==> src/rtl/pmove_pkg.sv <==
package pmove_pkg;

    typedef enum logic [1:0] {
        ST_IDLE,
        ST_FETCH,
        ST_COMMIT,
        ST_FAULT
    } pm_state_e;

    localparam logic [1:0] GRP_IREG = 2'd0;
    localparam logic [1:0] GRP_ACCA = 2'd1;
    localparam logic [1:0] GRP_ACCB = 2'd2;
    localparam logic [1:0] GRP_BAD  = 2'd3;

    localparam logic [1:0] PART_LO    = 2'd0;
    localparam logic [1:0] PART_HI    = 2'd1;
    localparam logic [1:0] PART_EXT   = 2'd2;
    localparam logic [1:0] PART_WHOLE = 2'd3;

    function automatic logic [2:0] part_mask(input logic [1:0] part);
        logic [2:0] m;
        unique case (part)
            PART_LO:    m = 3'b001;
            PART_HI:    m = 3'b010;
            PART_EXT:   m = 3'b100;
            PART_WHOLE: m = 3'b111;
        endcase
        return m;
    endfunction

endpackage

==> src/rtl/pmove_legal.sv <==
module pmove_legal
    import pmove_pkg::*;
#(
    parameter int unsigned AMODE_W     = 3,
    parameter int unsigned AM_LONG_ABS = 6,
    parameter int unsigned AM_LONG_IMM = 7
) (
    input  logic               class2_i,
    input  logic               acc_src_i,
    input  logic               ystore_i,
    input  logic [1:0]         ygrp_i,
    input  logic [AMODE_W-1:0] amode_i,
    input  logic [1:0]         alu_dst_i,
    output logic               illegal_o
);

    logic long_abs, long_imm;

    assign long_abs = (amode_i == AMODE_W'(AM_LONG_ABS));
    assign long_imm = (amode_i == AMODE_W'(AM_LONG_IMM));

    always_comb begin
        illegal_o = 1'b0;
        if (class2_i) begin
            illegal_o = long_abs || long_imm || alu_dst_i[acc_src_i];
        end else begin
            illegal_o = (ygrp_i == GRP_BAD)
                     || (ystore_i && long_imm)
                     || (!ystore_i && ygrp_i == GRP_ACCA && alu_dst_i[0])
                     || (!ystore_i && ygrp_i == GRP_ACCB && alu_dst_i[1]);
        end
    end

endmodule

==> src/rtl/pmove_ctrl.sv <==
module pmove_ctrl
    import pmove_pkg::*;
(
    input  logic clk,
    input  logic rst_n,
    input  logic issue_i,
    input  logic illegal_i,
    output logic cap_o,
    output logic fetch_o,
    output logic commit_o,
    output logic fault_o
);

    pm_state_e state_q, state_d;

    always_ff @(posedge clk or negedge rst_n) begin
        if (!rst_n) state_q <= ST_IDLE;
        else        state_q <= state_d;
    end

    always_comb begin
        state_d = state_q;
        unique case (state_q)
            ST_IDLE:   if (issue_i) state_d = illegal_i ? ST_FAULT : ST_FETCH;
            ST_FETCH:  state_d = ST_COMMIT;
            ST_COMMIT: state_d = ST_IDLE;
            ST_FAULT:  state_d = ST_IDLE;
        endcase
    end

    always_comb begin
        cap_o    = 1'b0;
        fetch_o  = 1'b0;
        commit_o = 1'b0;
        fault_o  = 1'b0;
        unique case (state_q)
            ST_IDLE:   cap_o    = issue_i;
            ST_FETCH:  fetch_o  = 1'b1;
            ST_COMMIT: commit_o = 1'b1;
            ST_FAULT:  fault_o  = 1'b1;
        endcase
    end


    fetch_to_commit_chk: assert property (@(posedge clk) disable iff (!rst_n)
        fetch_o |=> commit_o);


    fault_single_chk: assert property (@(posedge clk) disable iff (!rst_n)
        fault_o |=> !fault_o && !fetch_o && !commit_o);


    busy_no_capture_chk: assert property (@(posedge clk) disable iff (!rst_n)
        (fetch_o || commit_o) |=> !fetch_o || $past(cap_o));

endmodule

==> src/rtl/pmove_route.sv <==
module pmove_route
    import pmove_pkg::*;
#(
    parameter int unsigned DW          = 24,
    parameter int unsigned EXT_W       = 8,
    parameter int unsigned AW          = 16,
    parameter int unsigned AMODE_W     = 3,
    parameter int unsigned AM_LONG_IMM = 7
) (
    input  logic                   clk,
    input  logic                   rst_n,
    input  logic                   cap_i,
    input  logic                   fetch_i,
    input  logic                   commit_i,
    input  logic                   class2_i,
    input  logic                   acc_src_i,
    input  logic [1:0]             ireg_dst_i,
    input  logic                   ystore_i,
    input  logic [3:0]             yreg_i,
    input  logic [AMODE_W-1:0]     amode_i,
    input  logic [AW-1:0]          ea_i,
    input  logic [DW-1:0]          imm_i,
    input  logic [DW-1:0]          x0_i,
    input  logic [DW-1:0]          x1_i,
    input  logic [DW-1:0]          y0_i,
    input  logic [DW-1:0]          y1_i,
    input  logic [EXT_W+2*DW-1:0]  acc_a_i,
    input  logic [EXT_W+2*DW-1:0]  acc_b_i,
    input  logic [DW-1:0]          y_rdata_i,
    output logic [3:0]             ireg_we_o,
    output logic [4*DW-1:0]        ireg_wdata_o,
    output logic [1:0]             acc_we_o,
    output logic [2:0]             acc_part_o,
    output logic [EXT_W+2*DW-1:0]  acc_wdata_o,
    output logic                   y_re_o,
    output logic                   y_we_o,
    output logic [AW-1:0]          y_addr_o,
    output logic [DW-1:0]          y_wdata_o
);

    localparam int unsigned ACC_W  = EXT_W + 2 * DW;
    localparam int unsigned NIREG  = 4;

    logic              cls2_q, src_q, yst_q, immsel_q;
    logic [1:0]        idst_q;
    logic [3:0]        yreg_q;
    logic [AW-1:0]     ea_q;
    logic [DW-1:0]     imm_q, s1_hi_q, st_word_q, y0_q;
    logic [ACC_W-1:0]  s1_acc, rd_acc;
    logic [DW-1:0]     rd_word, ld_word;

    function automatic logic [ACC_W-1:0] place(input logic [DW-1:0] w, input logic [1:0] part);
        logic [ACC_W-1:0] r;
        unique case (part)
            PART_LO:    r = {{(ACC_W-DW){1'b0}}, w};
            PART_HI:    r = {{EXT_W{1'b0}}, w, {DW{1'b0}}};
            PART_EXT:   r = {w[EXT_W-1:0], {(2*DW){1'b0}}};
            PART_WHOLE: r = {{EXT_W{w[DW-1]}}, w, {DW{1'b0}}};
        endcase
        return r;
    endfunction

    // Source words are picked from the live register file at issue
    assign s1_acc = acc_src_i ? acc_b_i : acc_a_i;
    assign rd_acc = (yreg_i[3:2] == GRP_ACCB) ? acc_b_i : acc_a_i;

    always_comb begin
        rd_word = '0;
        if (yreg_i[3:2] == GRP_IREG) begin
            unique case (yreg_i[1:0])
                2'd0: rd_word = x0_i;
                2'd1: rd_word = x1_i;
                2'd2: rd_word = y0_i;
                2'd3: rd_word = y1_i;
            endcase
        end else if (yreg_i[3:2] != GRP_BAD) begin
            unique case (yreg_i[1:0])
                PART_LO:    rd_word = rd_acc[DW-1:0];
                PART_HI:    rd_word = rd_acc[2*DW-1:DW];
                PART_EXT:   rd_word = {{(DW-EXT_W){rd_acc[ACC_W-1]}}, rd_acc[ACC_W-1 -: EXT_W]};
                PART_WHOLE: rd_word = rd_acc[2*DW-1:DW];
            endcase
        end
    end

    always_ff @(posedge clk or negedge rst_n) begin
        if (!rst_n) begin
            cls2_q    <= 1'b0;
            src_q     <= 1'b0;
            yst_q     <= 1'b0;
            immsel_q  <= 1'b0;
            idst_q    <= '0;
            yreg_q    <= '0;
            ea_q      <= '0;
            imm_q     <= '0;
            s1_hi_q   <= '0;
            st_word_q <= '0;
            y0_q      <= '0;
        end else if (cap_i) begin
            cls2_q    <= class2_i;
            src_q     <= acc_src_i;
            yst_q     <= ystore_i;
            immsel_q  <= (amode_i == AMODE_W'(AM_LONG_IMM));
            idst_q    <= ireg_dst_i;
            yreg_q    <= yreg_i;
            ea_q      <= ea_i;
            imm_q     <= imm_i;
            s1_hi_q   <= s1_acc[2*DW-1:DW];
            st_word_q <= rd_word;
            y0_q      <= y0_i;
        end
    end

    assign ld_word  = immsel_q ? imm_q : y_rdata_i;
    assign y_addr_o = ea_q;
    assign y_re_o   = fetch_i && !cls2_q && !yst_q && !immsel_q;

    for (genvar i = 0; i < NIREG; i++) begin : g_slot
        assign ireg_wdata_o[i*DW +: DW] =
            (!cls2_q && !yst_q && yreg_q[3:2] == GRP_IREG && yreg_q[1:0] == 2'(i))
            ? ld_word : s1_hi_q;
    end

    always_comb begin
        ireg_we_o   = '0;
        acc_we_o    = '0;
        acc_part_o  = '0;
        acc_wdata_o = '0;
        y_we_o      = 1'b0;
        y_wdata_o   = st_word_q;
        if (commit_i) begin
            if (cls2_q) begin
                y_we_o          = 1'b1;
                y_wdata_o       = s1_hi_q;
                acc_we_o[src_q] = 1'b1;
                acc_part_o      = 3'b111;
                acc_wdata_o     = place(y0_q, PART_WHOLE);
            end else begin
                ireg_we_o[idst_q] = 1'b1;
                if (yst_q) begin
                    y_we_o = 1'b1;
                end else begin
                    unique case (yreg_q[3:2])
                        GRP_IREG: ireg_we_o[yreg_q[1:0]] = 1'b1;
                        GRP_ACCA: begin
                            acc_we_o[0] = 1'b1;
                            acc_part_o  = part_mask(yreg_q[1:0]);
                            acc_wdata_o = place(ld_word, yreg_q[1:0]);
                        end
                        GRP_ACCB: begin
                            acc_we_o[1] = 1'b1;
                            acc_part_o  = part_mask(yreg_q[1:0]);
                            acc_wdata_o = place(ld_word, yreg_q[1:0]);
                        end
                        GRP_BAD: ;
                    endcase
                end
            end
        end
    end


    acc_single_chk: assert property (@(posedge clk) disable iff (!rst_n)
        $onehot0(acc_we_o) && ((acc_we_o == '0) == (acc_part_o == '0)));


    mem_dir_chk: assert property (@(posedge clk) disable iff (!rst_n)
        !(y_re_o && y_we_o));


    read_then_commit_chk: assert property (@(posedge clk) disable iff (!rst_n)
        y_re_o |=> commit_i && $stable(y_addr_o));

endmodule

==> src/rtl/pmove_unit.sv <==
module pmove_unit
    import pmove_pkg::*;
#(
    parameter int unsigned DW          = 24,
    parameter int unsigned EXT_W       = 8,
    parameter int unsigned AW          = 16,
    parameter int unsigned AMODE_W     = 3,
    parameter int unsigned AM_LONG_ABS = 6,
    parameter int unsigned AM_LONG_IMM = 7
) (
    input  logic                   clk,
    input  logic                   rst_n,
    input  logic                   issue_i,
    input  logic                   class2_i,
    input  logic                   acc_src_i,
    input  logic [1:0]             ireg_dst_i,
    input  logic                   ystore_i,
    input  logic [3:0]             yreg_i,
    input  logic [AMODE_W-1:0]     amode_i,
    input  logic [AW-1:0]          ea_i,
    input  logic [DW-1:0]          imm_i,
    input  logic [1:0]             alu_dst_i,
    input  logic [DW-1:0]          x0_i,
    input  logic [DW-1:0]          x1_i,
    input  logic [DW-1:0]          y0_i,
    input  logic [DW-1:0]          y1_i,
    input  logic [EXT_W+2*DW-1:0]  acc_a_i,
    input  logic [EXT_W+2*DW-1:0]  acc_b_i,
    input  logic [DW-1:0]          y_rdata_i,
    output logic [3:0]             ireg_we_o,
    output logic [4*DW-1:0]        ireg_wdata_o,
    output logic [1:0]             acc_we_o,
    output logic [2:0]             acc_part_o,
    output logic [EXT_W+2*DW-1:0]  acc_wdata_o,
    output logic                   y_re_o,
    output logic                   y_we_o,
    output logic [AW-1:0]          y_addr_o,
    output logic [DW-1:0]          y_wdata_o,
    output logic                   illegal_o
);

    logic illegal_w, cap_w, fetch_w, commit_w, fault_w;

    pmove_legal #(
        .AMODE_W(AMODE_W), .AM_LONG_ABS(AM_LONG_ABS), .AM_LONG_IMM(AM_LONG_IMM)
    ) u_legal (
        .class2_i(class2_i), .acc_src_i(acc_src_i), .ystore_i(ystore_i),
        .ygrp_i(yreg_i[3:2]), .amode_i(amode_i), .alu_dst_i(alu_dst_i),
        .illegal_o(illegal_w)
    );

    pmove_ctrl u_ctrl (
        .clk(clk), .rst_n(rst_n), .issue_i(issue_i), .illegal_i(illegal_w),
        .cap_o(cap_w), .fetch_o(fetch_w), .commit_o(commit_w), .fault_o(fault_w)
    );

    pmove_route #(
        .DW(DW), .EXT_W(EXT_W), .AW(AW), .AMODE_W(AMODE_W), .AM_LONG_IMM(AM_LONG_IMM)
    ) u_route (
        .clk(clk), .rst_n(rst_n), .cap_i(cap_w), .fetch_i(fetch_w), .commit_i(commit_w),
        .class2_i(class2_i), .acc_src_i(acc_src_i), .ireg_dst_i(ireg_dst_i),
        .ystore_i(ystore_i), .yreg_i(yreg_i), .amode_i(amode_i), .ea_i(ea_i),
        .imm_i(imm_i), .x0_i(x0_i), .x1_i(x1_i), .y0_i(y0_i), .y1_i(y1_i),
        .acc_a_i(acc_a_i), .acc_b_i(acc_b_i), .y_rdata_i(y_rdata_i),
        .ireg_we_o(ireg_we_o), .ireg_wdata_o(ireg_wdata_o), .acc_we_o(acc_we_o),
        .acc_part_o(acc_part_o), .acc_wdata_o(acc_wdata_o), .y_re_o(y_re_o),
        .y_we_o(y_we_o), .y_addr_o(y_addr_o), .y_wdata_o(y_wdata_o)
    );

    assign illegal_o = fault_w;


    fault_quiet_chk: assert property (@(posedge clk) disable iff (!rst_n)
        illegal_o |-> (!y_we_o && !y_re_o && ireg_we_o == '0 && acc_we_o == '0));


    long_mode_reject_chk: assert property (@(posedge clk) disable iff (!rst_n)
        (cap_w && class2_i && (amode_i == AMODE_W'(AM_LONG_ABS) || amode_i == AMODE_W'(AM_LONG_IMM)))
        |=> illegal_o);


    dup_dest_chk: assert property (@(posedge clk) disable iff (!rst_n)
        (cap_w && ((class2_i && alu_dst_i[acc_src_i])
                || (!class2_i && !ystore_i && yreg_i[3:2] == GRP_ACCA && alu_dst_i[0])
                || (!class2_i && !ystore_i && yreg_i[3:2] == GRP_ACCB && alu_dst_i[1])))
        |=> illegal_o);


    bad_code_chk: assert property (@(posedge clk) disable iff (!rst_n)
        (cap_w && !class2_i && yreg_i[3:2] == GRP_BAD) |=> illegal_o);

endmodule

==> config.mk <==
export PLATFORM = sky130hd
export DESIGN_NAME = pmove_unit
export DESIGN_NICKNAME = d
export VERILOG_FILES = /design/src/rtl/pmove_pkg.sv /design/src/rtl/pmove_legal.sv /design/src/rtl/pmove_ctrl.sv /design/src/rtl/pmove_route.sv /design/src/rtl/pmove_unit.sv
export SDC_FILE = /design/constraint.sdc
export NUM_CORES = 1
export LEC_CHECK = 0
export BUFFER_PORTS_ARGS = -buffer_cell sky130_fd_sc_hd__buf_2
export CAP_MARGIN = 20
export CORE_AREA = 2 2 194 196
export CTS_BUF_LIST = sky130_fd_sc_hd__clkbuf_16
export DETAILED_ROUTE_END_ITERATION = 8
export DIE_AREA = 0 0 196 198
export GPL_ROUTABILITY_DRIVEN = 0
export PLACE_DENSITY = 0.51
export SLEW_MARGIN = 40
export SYNTH_ARGS = -nofsm -noshare
export SYNTH_HDL_FRONTEND = slang
export SYNTH_HIERARCHICAL = 1
export SYNTH_SLANG_ARGS = --single-unit
==> constraint.sdc <==
create_clock -name clk -period 4.1 [get_ports clk]
set_clock_uncertainty 0.15 [all_clocks]
set_input_delay 0.205 -clock clk [delete_from_list [all_inputs] [get_ports clk]]
set_output_delay 0.205 -clock clk [all_outputs]
set_load 0.01 [all_outputs]
==> results.md, run 1 <==
- Largest net degree at the start of global routing: around 110
- Area share of the largest cell type after synthesis: 0.343
- Synth Flop Type: dfrtp_1
- Post-route ant nets: 0
- Synthesized instance count: 956
- Final Cycle Share: 0.769
- Slowest CP cell: or3b_1
- Synth Net Count: between 1,000 and 1,500
- # IOs: 493
- Syn avg cell area: 9.47 um2
- GRT overflow: 0
- Fin. max-slew vios: 0
- Clock transition at path regs: approximately 0.07 ns
- Fin crit period: 3.15 ns
- Post-synth top cells: nor2_1, a21oi_1, mux2_2, dfrtp_1, mux2i_1
- HPWL after detailed placement: ~33,000 um
- Crit path cell chain: inv_1, ha_1, or3b_1, nor2_1, nand2_2, o21ai_0, buf_2
- Post-synthesis cell type count: 40
- RSZ-0062 raised after global routing: false
- Post-CTS Setup Inserts: 0
- Hold Slack: -0.00862 ns
- Reg area: ~0.0031 mm2
- CTS tree: yes
- Total CTS buffers: 17
- Max Root-Sink Buffers: 2
- Max-slew headroom: 0.419
- Failing checks: hold timing
- Crit path kind: reg -> out
- Drt first pass iters: 5
- Max Cap Violations: 0
- Dominant cell type by area after synthesis: dfrtp_1
- Status: finished with violations
- # nets final: 1,824
- #FFs+latches synth: 124
- Fin. Hold Viols: 1
- DRC: 0
- Critical Path Max Stage Delay: 0.52 ns
- Synth top area cells: dfrtp_1, mux2_2, a21oi_1, mux4_2, nor2_1
- DR vias/cell: slightly below 5
- CTS Root Cell: clkbuf_16
- Ys Warns: 6
- Critical Path Sink Type: output port
- Post-synth EDFFs: 0
- Maximum VDD drop: between 0.2 and 0.3 mV
- CTS resizes: 0
- Worst hold stages: 2
- Die area: just under 0.04 mm2
- Leakage: between 0.006 and 0.007 uW
- H-tree levels: 4
- Initial core utilization: 0.245
- GRT Total Usage: 0.210
- Iteration-0 DRC count of the detailed router: between 600 and 700
- Core area: 0.0370 mm2
- Placed inst area: 0.0119 mm2
- Startpoint Class: register
- DR WL/cell: approximately 21 um
- Layout cells sized above 1: 0.470
- First-pass GRT wire length: 60,400 um
- Vias in the first global route: approximately 9,600
- Synth Cell Area: approximately 0.0091 mm2
- Top-count cell post-synth: nor2_1
- Ys async rst share: 1.00
- Post-synthesis sequential area ratio: 0.343
- Worst min-delay path class: in -> reg
- Final WL: around 43,000 um
- CP Data Arrival Time: between 2 and 3 ns
- Worst EP required: 3.74 ns
- Die height: slightly below 200 um
- Area grow syn2layout: 52.5%
- Reg2Reg Depth: 5
- Pwr dens: 506 mW/mm2
- Worst skew pair latency: 0.43 ns
- Buffers on Ports: 492
- Final setup vio count: 0
- Cell Rows: 71
- Fmax: 317 MHz
- Design area: 0.0138 mm2
- Area taken by multi-input logic gates: 0.00554 mm2
- Critical Path Fanout Max: 23
- Initial antenna violation count: 4
- Worst-margin pin slew: around 0.85 ns
- DR vias: 9,930
- Fin Setup TNS: 0 ns
- Die span in x: approximately 200 um
- Fill count: 3,779
- CTS sink cnt: between 100 and 150
==> per-stage QoR <==
stage / total power (uW) / instances / hold slack (ns) / utilization / setup slack [ns]
detailed placement: 5230 / 1861 / 0.144 / 0.323 / 1.39
finish: 6980 / 2019 / -0.00862 / 0.374 / 0.948
global placement: 5190 / 1860 / 0.226 / 0.322 / 1.23
floorplan: 3810 / 956 / -0.241 / - / 2.05
global route: 7410 / 2017 / 0.0174 / 0.374 / 0.778
CTS: 7030 / 2014 / 0.00172 / 0.373 / 0.907
==> critical path, delay by kind of cell (launching register included) <==
kind | cells | cell delay (ns)
compound gates | 1 | 0.32
fa+ha+maj | 1 | 0.31
flops | 1 | 0.36
simple gates | 3 | 1.11
buf+inv | 2 | 0.25
==> repair_timing <==
action / in CTS / in global routing
hold buffers: 121 / 0
hold endpoints to repair: 180 / 0
endpoints found under the setup margin: 0 / 0
==> cells in the final DEF, fill, tap and decap left out, types with 2 or more instances in the layout <==
cell type | netlist | final
a21oi_1 | 143 | 143
a22oi_1 | 18 | 18
a31oi_1 | 17 | 17
and2_0 | 2 | 2
and2_1 | 19 | 14
and2_2 | 1 | 2
and2_4 | 0 | 4
buf_12 | 1 | 3
buf_2 | 49 | 490
buf_4 | 1 | 20
bufinv_16 | 0 | 3
clkbuf_16 | 0 | 17
clkinv_4 | 0 | 2
dfrtp_1 | 124 | 123
diode_2 | 0 | 4
dlygate4sd3_1 | 0 | 121
ha_1 | 7 | 7
inv_1 | 6 | 6
inv_6 | 0 | 7
inv_8 | 0 | 2
mux2_2 | 133 | 133
mux2i_1 | 56 | 55
mux4_1 | 3 | 3
mux4_2 | 28 | 28
nand2_1 | 31 | 30
nand2b_1 | 26 | 26
nor2_1 | 155 | 155
nor2b_1 | 21 | 19
nor3b_1 | 6 | 4
o211ai_1 | 16 | 16
o21a_1 | 12 | 12
o21ai_0 | 9 | 9
o21ai_1 | 29 | 28
==> final cells by class <==
type / count / share of cell area
tap: 474 / 0.0429
multi-input combinational: 743 / 0.401
inverter: 6 / 0.00163
timing repair buffer: 636 / 0.284
antenna: 4 / 0.000725
sequential: 124 / 0.225
clock buffer: 17 / 0.0308
clock inverter: 15 / 0.0144
==> cells by family after synthesis <==
kind of cell,share of synthesized area
AOI/OAI and AO/OA,0.154
and+or+nand+nor,0.135
buffers and inverters,0.0513
DFF,0.343
muxes,0.307
adders and majority gates,0.00967
==> power by group <==
part	internal, uW	total [uW]	switching, uW
combinational	1490	3170	1680
sequential	1650	2160	509
clock	981	1650	669
total	4120	6980	2860
==> state kept, by name, indices dropped and copies added, names as in the netlist <==
name,flops
u_route/imm_q,24
u_route/s1_hi_q,24
u_route/st_word_q,24
u_route/y0_q,24
u_route/y_addr_o,16
u_route/yreg_q,4
u_ctrl/state_q,2
u_route/idst_q,2
u_route/cls2_q,1
u_route/immsel_q,1
u_route/src_q,1
u_route/yst_q,1
==> layer usage <==
| layer | GRT usage | up-vias | wire length [um] |
|---|---|---|---|
| li1 | - | 4590 | - |
| met1 | 0.297 | 4836 | 19500 |
| met2 | 0.338 | 449 | 19700 |
| met3 | 0.0279 | 55 | 2510 |
| met4 | 0.0556 | 0 | 811 |
| met5 | 0 | - | 0 |
==> path summary, 6_finish.rpt <==
check | start | to | slack [ns]
max in group asynchronous | rst_n | u_route/s1_hi_q[13] | 2.70
hold reg to reg | u_route/y_addr_o[3] | u_route/y_addr_o[3] | 0.35
min in group asynchronous | rst_n | u_route/idst_q[1] | 0.25
hold / removal | y0_i[19] | u_route/y0_q[19] | -0.009
setup reg to reg | u_ctrl/state_q[0] | u_route/immsel_q | 1.67
setup / recovery | u_route/yreg_q[2] | acc_wdata_o[32] | 0.95
(Power assumes the default switching activity.)
==> inputs of run 2 (changes only) <==
Clock period 4.1 ns to 3.11 ns, I/O delays scaled along.
==> run 2 against run 1 <==
  * The run now ends clean
  * Combinational power rose by 36%
  * First-iteration DRC count rose by 1.3%
  * Routed wire length rose by 0.12%
  * Count of clock-buffer cells in the layout did not move
  * Critical endpoint is now ireg_wdata_o[81]
  * Register-to-register slack got worse by 1.0 ns
  * Utilization rose by 0.59 points
  * Global-route usage rose by 0.48 points
  * Sequential share of layout area fell by 0.36 points
  * Flip-flop and latch count did not move
  * Clock power rose by 21%
  * Critical path depth rose by 1
==> results.md, run 2 (same netlist as run 1, synthesis figures left out) <==
- DR WL/cell: 20.8 um (was 21.1 um)
- Cell Rows: 71 (unchanged)
- Worst EP required: 2.80 ns (was 3.74 ns)
- CP Data Arrival Time: 2.59 ns (was 2.80 ns)
- Post-route ant nets: 0 (unchanged)
- Pwr dens: 650 mW/mm2 (was 506 mW/mm2)
- DR vias: 9,985 (was 9,930)
- CTS Root Cell: clkbuf_16 (unchanged)
- Worst min-delay path class: in -> async (was in -> reg)
- Placed inst area: 0.0121 mm2 (was 0.0119 mm2)
- Critical Path Fanout Max: 44 (was 23)
- Final setup vio count: 0 (unchanged)
- Crit path kind: reg -> out (unchanged)
- Largest net degree at the start of global routing: 68 (was 105)
- Reg2Reg Depth: 5 (unchanged)
- # nets final: 1,854 (was 1,824)
- Maximum VDD drop: 0.384 mV (was 0.266 mV)
- Leakage: 0.00648 uW (was 0.00636 uW)
- CTS sink cnt: 124 (unchanged)
- Layout cells sized above 1: 0.470 (about the same)
- H-tree levels: 4 (unchanged)
- Initial core utilization: 0.245 (unchanged)
- Worst-margin pin slew: 0.769 ns (was 0.848 ns)
- Fin crit period: between 2 and 3 ns
- DR vias/cell: 4.87 (was 4.92)
- Placed cells: 1,877 (was 1,861)
- Initial antenna violation count: 7 (was 4)
- First-pass GRT wire length: 61,800 um (was 60,400 um)
- Reg-to-reg startpoint: u_ctrl/state_q[0] (unchanged)
- Status: finished clean (was finished with violations)
- Area grow syn2layout: 55.0% (was 52.5%)
- Total CTS buffers: 17 (unchanged)
- Clock transition at path regs: 0.06 ns (was 0.07 ns)
- Worst skew pair latency: 0.43 ns (about the same)
- Finished Layout Cells: 2,050 (was 2,019)
- Die span in x: 196 um (unchanged)
- Fin Setup TNS: 0 ns (unchanged)
- Final WL: 42,600 um (was 42,500 um)
- Max Cap Violations: 0 (unchanged)
- Hold Slack: 0.0305 ns (was -0.00862 ns)
- Startpoint Class: register (unchanged)
- Post-CTS Setup Inserts: 0 (unchanged)
- Die height: 198 um (unchanged)
- Final Cycle Share: 0.930
- Worst r2r dst: u_route/immsel_q (unchanged)
- # IOs: 493 (unchanged)
- GRT overflow: 0 (unchanged)
- HPWL after detailed placement: 33,300 um (was 32,800 um)
- Design area: 0.0140 mm2 (was 0.0138 mm2)
- Buffers on Ports: 492 (unchanged)
- Fin. Hold Viols: 0 (was 1)
- Setup slack, reg-to-reg: 0.64 ns (was 1.67 ns)
- Commonest non-fill, non-tap cells in the layout: buf_2, nor2_1, a21oi_1 (unchanged)
- Max Root-Sink Buffers: 2 (unchanged)
- Iteration-0 DRC count of the detailed router: 639 (was 631)
- GRT Total Usage: 0.215 (was 0.210)
- Total chip power: 9110 uW (was 6980 uW)
- Drt first pass iters: 5 (unchanged)
- RSZ-0062 raised after global routing: false (unchanged)
- Max-slew headroom: 0.473 (was 0.419)
- Vias in the first global route: 9,948 (was 9,620)
- Fmax: 346 MHz
- Critical Path Sink Type: output port (unchanged)
- DRC: 0 (unchanged)
- Commonest non-fill, non-tap cell in the layout: buf_2 (unchanged)
- Fin. max-slew vios: 0 (unchanged)
- Die area: 0.0388 mm2 (unchanged)
- Core area: 0.0370 mm2 (unchanged)
- CTS tree: yes (unchanged)
[run 2: changes by cell type in the layout (fill, tap and decap cells not counted), moves of 3 or more]
cell | previous run | this run
buf_4 | 20 | 31
and2_2 | 2 | 6
dlygate4sd3_1 | 121 | 136
clkinv_2 | 0 | 3
inv_6 | 7 | 3
and2_4 | 4 | 0
[run 2: through the flow]
| stage | utilization | worst slack [ns] |
|---|---|---|
| floorplan | - | 1.11 |
| global placement | 0.326 | 0.619 |
| detailed placement | 0.326 | 0.510 |
| CTS | 0.379 | 0.0140 |
| global route | 0.380 | 0.00200 |
| finish | 0.380 | 0.216 |
[run 2: layout make-up]
type	count	area (um2)
Fill cell	3829	22900
Multi-Input combinational cell	743	5530
Timing Repair Buffer	666	4200
Sequential cell	124	3100
Tap cell	474	593
Clock buffer	17	425
Clock inverter	15	149
Inverter	6	22.5
Antenna cell	5	12.5
[run 2: repair_timing]
action | 4_1_cts | 5_1_grt
hold endpoints to repair | 203 | 0
gates resized for setup | 0 | 5
setup endpoints to repair | 0 | 35
hold buffers | 136 | 0
[run 2: worst max-delay path by stage]
stage,start,endpoint,slack (ns),cells after the start
CTS,u_route/yreg_q[2],acc_wdata_o[31],0.01,8
detailed placement,u_route/yreg_q[2],acc_wdata_o[31],0.51,8
global placement,u_route/yreg_q[2],acc_wdata_o[31],0.62,8
finish,u_route/yreg_q[2],ireg_wdata_o[81],0.22,8
global route,u_route/yreg_q[2],ireg_wdata_o[75],0.002,8
floorplan,u_route/yreg_q[2],acc_wdata_o[44],1.11,7
[run 2: per-layer routing]
metal | share of wire | global-route usage | wire length (um)
met5 | 0.00031 | 0 | 13
met2 | 0.46 | 0.338 | 19500
met3 | 0.065 | 0.0382 | 2780
met1 | 0.45 | 0.296 | 19200
met4 | 0.025 | 0.0780 | 1050
[run 2: report_power, final]
group | switching [uW] | total [uW] | internal [uW]
Sequential | 638 | 2820 | 2180
Clock | 815 | 1990 | 1180
Combinational | 2290 | 4310 | 2020
[run 2: worst max-delay path, cell delays in order (launching register included)]
cell and delay, ns:
dfrtp_1 0.40, inv_1 0.11, ha_1 0.17, nor3b_1 0.35, and2_2 0.26, buf_4 0.41, nor2_1 0.09, a21oi_1 0.16
buf_2 0.15
